--- src/rtl/uart_irq_pkg.sv ---
package uart_irq_pkg;
   localparam int NSRC = 5;

   typedef enum logic [2:0] {
      SRC_LINE    = 3'd0,
      SRC_RXDATA  = 3'd1,
      SRC_RXTMO   = 3'd2,
      SRC_TXEMPTY = 3'd3,
      SRC_MODEM   = 3'd4
   } src_e;

   localparam logic [3:0] CODE_NONE = 4'h1;

   function automatic logic [3:0] src_code(input logic [2:0] idx);
      case (idx)
         SRC_LINE:    return 4'h6;
         SRC_RXDATA:  return 4'h4;
         SRC_RXTMO:   return 4'hC;
         SRC_TXEMPTY: return 4'h2;
         default:     return 4'h0;
      endcase
   endfunction
endpackage

--- src/rtl/uart_irq_flag.sv ---
module uart_irq_flag (
   input  logic clk,
   input  logic rst_n,
   input  logic set_i,
   input  logic clr_i,
   output logic q_o
);
   always_ff @(posedge clk or negedge rst_n) begin
      if (!rst_n)     q_o <= 1'b0;
      else if (clr_i) q_o <= 1'b0;
      else if (set_i) q_o <= 1'b1;
   end
endmodule

--- src/rtl/uart_irq_prio.sv ---
module uart_irq_prio #(
   parameter int N  = 5,
   parameter int IW = $clog2(N)
) (
   input  logic [N-1:0]  req_i,
   output logic          hit_o,
   output logic [IW-1:0] idx_o
);
   always_comb begin
      hit_o = 1'b0;
      idx_o = '0;
      for (int i = N - 1; i >= 0; i--) begin
         if (req_i[i]) begin
            hit_o = 1'b1;
            idx_o = IW'(i);
         end
      end
   end
endmodule

--- src/rtl/uart_irq_tmo.sv ---
module uart_irq_tmo #(
   parameter int CHAR_W   = 12,
   parameter int TO_CHARS = 4
) (
   input  logic              clk,
   input  logic              rst_n,
   input  logic              restart_i,
   input  logic              has_data_i,
   input  logic [CHAR_W-1:0] char_time_i,
   output logic              fire_o
);
   localparam int LIM_W = CHAR_W + $clog2(TO_CHARS) + 1;

   logic [LIM_W-1:0] limit;
   logic [LIM_W-1:0] cnt_q;
   logic             idle;

   generate
      if ((TO_CHARS & (TO_CHARS - 1)) == 0) begin : g_shift
         assign limit = LIM_W'(char_time_i) << $clog2(TO_CHARS);
      end else begin : g_mult
         assign limit = LIM_W'(char_time_i) * LIM_W'(TO_CHARS);
      end
   endgenerate

   assign idle = has_data_i & ~restart_i;

   always_ff @(posedge clk or negedge rst_n) begin
      if (!rst_n)               cnt_q <= '0;
      else if (!idle)           cnt_q <= '0;
      else if (cnt_q != limit)  cnt_q <= cnt_q + LIM_W'(1);
   end

   assign fire_o = idle && ((cnt_q + LIM_W'(1)) == limit);
endmodule

--- src/rtl/uart_irq_ident.sv ---
module uart_irq_ident
   import uart_irq_pkg::*;
#(
   parameter int FIFO_DEPTH = 16,
   parameter int CHAR_W     = 12,
   parameter int TO_CHARS   = 4,
   parameter int CNT_W      = $clog2(FIFO_DEPTH + 1)
) (
   input  logic             clk,
   input  logic             rst_n,
   input  logic [7:0]       wdata,
   input  logic             thr_wr,
   input  logic             ier_wr,
   input  logic             fcr_wr,
   input  logic             rbr_rd,
   input  logic             iir_rd,
   input  logic             lsr_rd,
   input  logic             msr_rd,
   input  logic [3:0]       err_set,
   input  logic             rx_push,
   input  logic [CNT_W-1:0] rx_count,
   input  logic [CHAR_W-1:0] char_time,
   input  logic             tx_empty,
   input  logic [3:0]       msr_delta_set,
   output logic [7:0]       iir_o,
   output logic             irq_o,
   output logic [3:0]       lsr_err_o,
   output logic [3:0]       msr_delta_o
);
   localparam int IW = $clog2(NSRC);

   generate
      if (FIFO_DEPTH < 4 || FIFO_DEPTH > 256) begin : g_bad_depth
         $error("uart_irq_ident: FIFO_DEPTH out of range");
      end
      if (TO_CHARS < 1 || TO_CHARS > 16) begin : g_bad_tmo
         $error("uart_irq_ident: TO_CHARS out of range");
      end
      if (CHAR_W < 2) begin : g_bad_char
         $error("uart_irq_ident: CHAR_W too small");
      end
   endgenerate

   logic [3:0]       ier_q;
   logic             fifo_en_q;
   logic [1:0]       trig_sel_q;
   logic [CNT_W-1:0] trig_lvl;
   logic             rx_flush, tx_rst_thre, tmo_fire, data_hit;
   logic [NSRC-1:0]  pend_set, pend_clr, pend_q, src_en, req;
   logic             hit;
   logic [IW-1:0]    idx;
   logic [3:0]       code;
   logic             unused_wbits;

   assign unused_wbits = ^wdata[5:3];

   always_ff @(posedge clk or negedge rst_n) begin
      if (!rst_n) begin
         ier_q      <= '0;
         fifo_en_q  <= 1'b0;
         trig_sel_q <= '0;
         lsr_err_o  <= '0;
         msr_delta_o <= '0;
      end else begin
         if (ier_wr) ier_q <= wdata[3:0];
         if (fcr_wr) begin
            fifo_en_q  <= wdata[0];
            trig_sel_q <= wdata[7:6];
         end
         lsr_err_o   <= lsr_rd ? 4'h0 : (lsr_err_o | err_set);
         msr_delta_o <= msr_rd ? 4'h0 : (msr_delta_o | msr_delta_set);
      end
   end

   always_comb begin
      if (!fifo_en_q) trig_lvl = CNT_W'(1);
      else begin
         case (trig_sel_q)
            2'd0:    trig_lvl = CNT_W'(1);
            2'd1:    trig_lvl = CNT_W'(FIFO_DEPTH / 4);
            2'd2:    trig_lvl = CNT_W'(FIFO_DEPTH / 2);
            default: trig_lvl = CNT_W'(FIFO_DEPTH - 2);
         endcase
      end
   end

   assign rx_flush    = fcr_wr & wdata[1];
   assign tx_rst_thre = fcr_wr & wdata[0] & wdata[2];
   assign data_hit    = (rx_count >= trig_lvl);

   uart_irq_tmo #(.CHAR_W(CHAR_W), .TO_CHARS(TO_CHARS)) tmo_i (
      .clk        (clk),
      .rst_n      (rst_n),
      .restart_i  (rx_push | rbr_rd | rx_flush),
      .has_data_i (rx_count != '0),
      .char_time_i(char_time),
      .fire_o     (tmo_fire)
   );

   always_comb begin
      pend_set = '0;
      pend_clr = '0;
      pend_set[SRC_LINE]    = |err_set;
      pend_clr[SRC_LINE]    = lsr_rd;
      pend_set[SRC_RXDATA]  = data_hit;
      pend_clr[SRC_RXDATA]  = rbr_rd | rx_flush;
      pend_set[SRC_RXTMO]   = tmo_fire;
      pend_clr[SRC_RXTMO]   = rbr_rd | rx_push | rx_flush;
      pend_set[SRC_TXEMPTY] = tx_empty | tx_rst_thre;
      pend_clr[SRC_TXEMPTY] = thr_wr | (iir_rd & hit & (idx == IW'(SRC_TXEMPTY)));
      pend_set[SRC_MODEM]   = |msr_delta_set;
      pend_clr[SRC_MODEM]   = msr_rd;
   end

   generate
      for (genvar s = 0; s < NSRC; s++) begin : g_src
         uart_irq_flag flag_i (
            .clk  (clk),
            .rst_n(rst_n),
            .set_i(pend_set[s]),
            .clr_i(pend_clr[s]),
            .q_o  (pend_q[s])
         );
      end
   endgenerate

   assign src_en[SRC_LINE]    = ier_q[2];
   assign src_en[SRC_RXDATA]  = ier_q[0];
   assign src_en[SRC_RXTMO]   = ier_q[0];
   assign src_en[SRC_TXEMPTY] = ier_q[1];
   assign src_en[SRC_MODEM]   = ier_q[3];
   assign req = pend_q & src_en;

   uart_irq_prio #(.N(NSRC), .IW(IW)) prio_i (
      .req_i(req),
      .hit_o(hit),
      .idx_o(idx)
   );

   assign code  = hit ? src_code(3'(idx)) : CODE_NONE;
   assign iir_o = {4'b1100, code};
   assign irq_o = hit;
endmodule

--- config.mk ---
export PLATFORM = sky130hd
export DESIGN_NAME = uart_irq_ident
export DESIGN_NICKNAME = d
export VERILOG_FILES = /design/src/rtl/uart_irq_pkg.sv /design/src/rtl/uart_irq_flag.sv /design/src/rtl/uart_irq_prio.sv /design/src/rtl/uart_irq_tmo.sv /design/src/rtl/uart_irq_ident.sv
export SDC_FILE = /design/constraint.sdc
export NUM_CORES = 1
export LEC_CHECK = 0
export ABC_CLOCK_PERIOD_IN_PS = 3600
export BUFFER_PORTS_ARGS = -buffer_cell sky130_fd_sc_hd__buf_2
export CORE_ASPECT_RATIO = 1.2
export CORE_MARGIN = 4
export CORE_UTILIZATION = 23
export CTS_CLUSTER_SIZE = 8
export DETAILED_ROUTE_END_ITERATION = 10
export PLACE_DENSITY_LB_ADDON = 0.05
export SETUP_SLACK_MARGIN = 0.5
export SLEW_MARGIN = 20
export SYNTH_ARGS = -nofsm -noshare
export SYNTH_HDL_FRONTEND = slang
export SYNTH_HIERARCHICAL = 1
export SYNTH_SLANG_ARGS = --single-unit
--- constraint.sdc ---
create_clock -name clk -period 3.6 [get_ports clk]
set_input_delay 0.36 -clock clk [delete_from_list [all_inputs] [get_ports clk]]
set_output_delay 0.36 -clock clk [all_outputs]
set_load 0.03 [all_outputs]
==> flow_summary.json <==
{
  "status": "finished, final reports clean",
  "clock_path_buffers": 2,
  "max-slew-margin-rel": 0.422,
  "holdBufCountCts": 0,
  "port_buffers": 54,
  "syn2layout_area_growth_pct": 23.1,
  "met1_usage": 0.140,
  "mostFrequentLayoutCell": "buf_2",
  "grt.total_usage": 0.110,
  "netlist_instances": 262,
  "cellPowerDensity_nw_per_um2": 365,
  "clock_skew_ps": 7.11,
  "ys_ff_latch": 35,
  "numCtsBuffers": 5,
  "total_power_mw": 1.06,
  "synth-edff-count": 0,
  "die_h_um": 119,
  "worstPathArrival_ps": 2970,
  "cts_root_buf": "clkbuf_16",
  "dr.first_iter.drc_count": 78,
  "initial_utilization": 0.236,
  "first_pass_iters": 4,
  "post_cts_resize_count": 0,
  "clock.fmax_mhz": 364,
  "whs_ps": 194,
  "num_rows": 40,
  "insertion_delay_ps": 280,
  "post_drt_wl_per_cell_um": 14.4,
  "dp_cells": 435,
  "final_util": 0.291,
  "vias_per_cell": 4.62,
  "final_cell_mix": "buf_2, dfrtp_1, nor2_1",
  "cp-end-kind": "flop",
  "dieArea_um2": 12000,
  "synth.cell_area_um2": 2360,
  "drcViolationCount": 0,
  "core_region_area_um2": 10000,
  "stdcell_count": 443,
  "fin_nets": 367,
  "crit_type": "flop to flop",
  "final.setup.tns_ps": 0,
  "worst_slew_pin_slew_ps": 867,
  "die_w_um": 101,
  "overflow": 0,
  "pin_count": 61,
  "clk_pin_slew_worst_paths_ps": 60,
  "cts_setup_buffers": 0,
  "slew_viol_final": 0,
  "total_leakage_power_nw": 1.28,
  "crit_required_ps": 3820,
  "dp_hpwl_um": 4840,
  "met2_usage": 0.184,
  "rsz0062_at_grt": "false",
  "cts_htree_levels": 2,
  "busiest_layer": "met2",
  "vias": 2045,
  "gp_congestion": 0.711,
  "routed_wl_um": 6360,
  "fin_crit_sh": 0.764,
  "ys_warn_count": 6,
  "hold_viol": 0,
  "synth-seq-area-share": 0.370,
  "post-route-min-period_ps": 2750,
  "clock-sinks": 35,
  "grt_first_pass_wirelength_um": 10500,
  "hold_class": "primary input to asynchronous set/reset pin",
  "drv_cap": 0,
  "yosysUniqueCellTypes": 53,
  "crit_fanout": 9,
  "cts_tree": "built",
  "drive_gt1_frac": 0.268,
  "grt_max_degree": 36,
  "ys_async_sr_fraction": 1.00,
  "antenna_found_initial": 0,
  "use_met3": 0.0228,
  "setup_viol": 0,
  "grt_pass1_vias": 2071,
  "detail-route-antenna-nets": 0,
  "avgSynthCellArea_um2": 9.03,
  "synth-main-ff-cell": "dfrtp_1",
  "diodes": 0,
  "crit_path_start_kind": "flop",
  "irDropWorstVdd_mv": 0.157
}
logic make-up (layout without fill, tap and decap cells):
| group | Yosys count | count (layout) | synth area share |
|---|---|---|---|
| buffers and inverters | 22 | 75 | 0.0460 |
| xor gates and xnor gates | 18 | 18 | 0.0667 |
| and+or+nand+nor | 116 | 116 | 0.281 |
| AOI/OAI and AO/OA | 55 | 55 | 0.162 |
| adders and majority gates | 7 | 7 | 0.0370 |
| other | 2 | 4 | 0.00318 |
| DFF | 35 | 35 | 0.370 |
| muxes | 7 | 7 | 0.0333 |
registers in the layout, summed over array words and instances, names as in the netlist:
signal            cells
tmo_i/cnt_q          15
g_src.flag_i/q_o      5
ier_q                 4
lsr_err_o             4
msr_delta_o           4
trig_sel_q            2
fifo_en_q             1
power by group:
part           switching [mW]  total, mW  leakage [nW]  internal [mW]
combinational           0.112      0.183         0.755         0.0712
sequential             0.0117      0.423         0.453          0.412
clock                   0.178      0.455        0.0731          0.277
final timing paths:
check	startpoint	endpoint	slack, ps	depth (start not counted)
max in group asynchronous	rst_n	g_src[0].flag_i/q_o	2860	1
setup / recovery	tmo_i/cnt_q[0]	g_src[2].flag_i/q_o	850	7
hold reg to reg	g_src[0].flag_i/q_o	g_src[0].flag_i/q_o	490	1
hold / removal	rst_n	tmo_i/cnt_q[11]	190	1
min in group clk	lsr_rd	lsr_err_o[0]	290	2
setup reg to reg	tmo_i/cnt_q[0]	g_src[2].flag_i/q_o	850	7
cells in the mapped netlist (2+ instances only):
cell | instances | area share
xor2_1 | 4 | 0.015
o21ai_0 | 15 | 0.032
mux2_2 | 7 | 0.033
ha_1 | 7 | 0.037
buf_2 | 3 | 0.0063
o41ai_1 | 3 | 0.011
or4_1 | 4 | 0.013
clkbuf_1 | 4 | 0.0063
nor2_1 | 32 | 0.051
o21ba_1 | 5 | 0.021
inv_1 | 9 | 0.014
nor3b_1 | 3 | 0.0095
nor4_1 | 3 | 0.0079
a21o_1 | 4 | 0.013
and2_1 | 8 | 0.021
o221ai_1 | 2 | 0.0074
xnor2_1 | 14 | 0.052
conb_1 | 2 | 0.0032
dfrtp_1 | 35 | 0.37
a21oi_1 | 9 | 0.019
nand3_1 | 10 | 0.021
nand4_1 | 4 | 0.011
buf_4 | 6 | 0.019
or3_1 | 5 | 0.013
nand4b_1 | 2 | 0.0074
nand2b_1 | 7 | 0.019
nand2_1 | 16 | 0.025
o31ai_1 | 6 | 0.019
o21ai_1 | 2 | 0.0042
nor3_1 | 8 | 0.017
worst max-delay path, stage by stage, from the launching register on:
cell and delay [ps]:
dfrtp_1 490, ha_1 360, nand3_2 230, or3_1 420
a2111oi_0 570, o311a_1 280, o221a_1 210, o21ba_1 140
routing by layer:
metal	part of all wire	vias to the layer above	wire length [µm]
met4	0.013	0	80
li1	-	1038	-
met5	0	-	0
met3	0.046	7	290
met1	0.48	958	3020
met2	0.47	42	2970
area by class of cell:
| type | instances | area [µm²] |
|---|---|---|
| fill | 1137 | 7100 |
| multi-input combinational | 207 | 1390 |
| sequential | 35 | 876 |
| timing repair buffer | 58 | 300 |
| tap | 126 | 158 |
| clock buffer | 6 | 139 |
| inverter | 9 | 33.8 |
| clock inverter | 2 | 16.3 |
through the flow:
step                setup slack [ps]  instance area (µm²)
finish                           850                 2910
CTS                              825                 2910
floorplan                       1320                 2370
global route                     744                 2910
detailed placement               834                 2760
global placement                 852                 2760
Note: power is estimated with default switching activity, not from simulation.
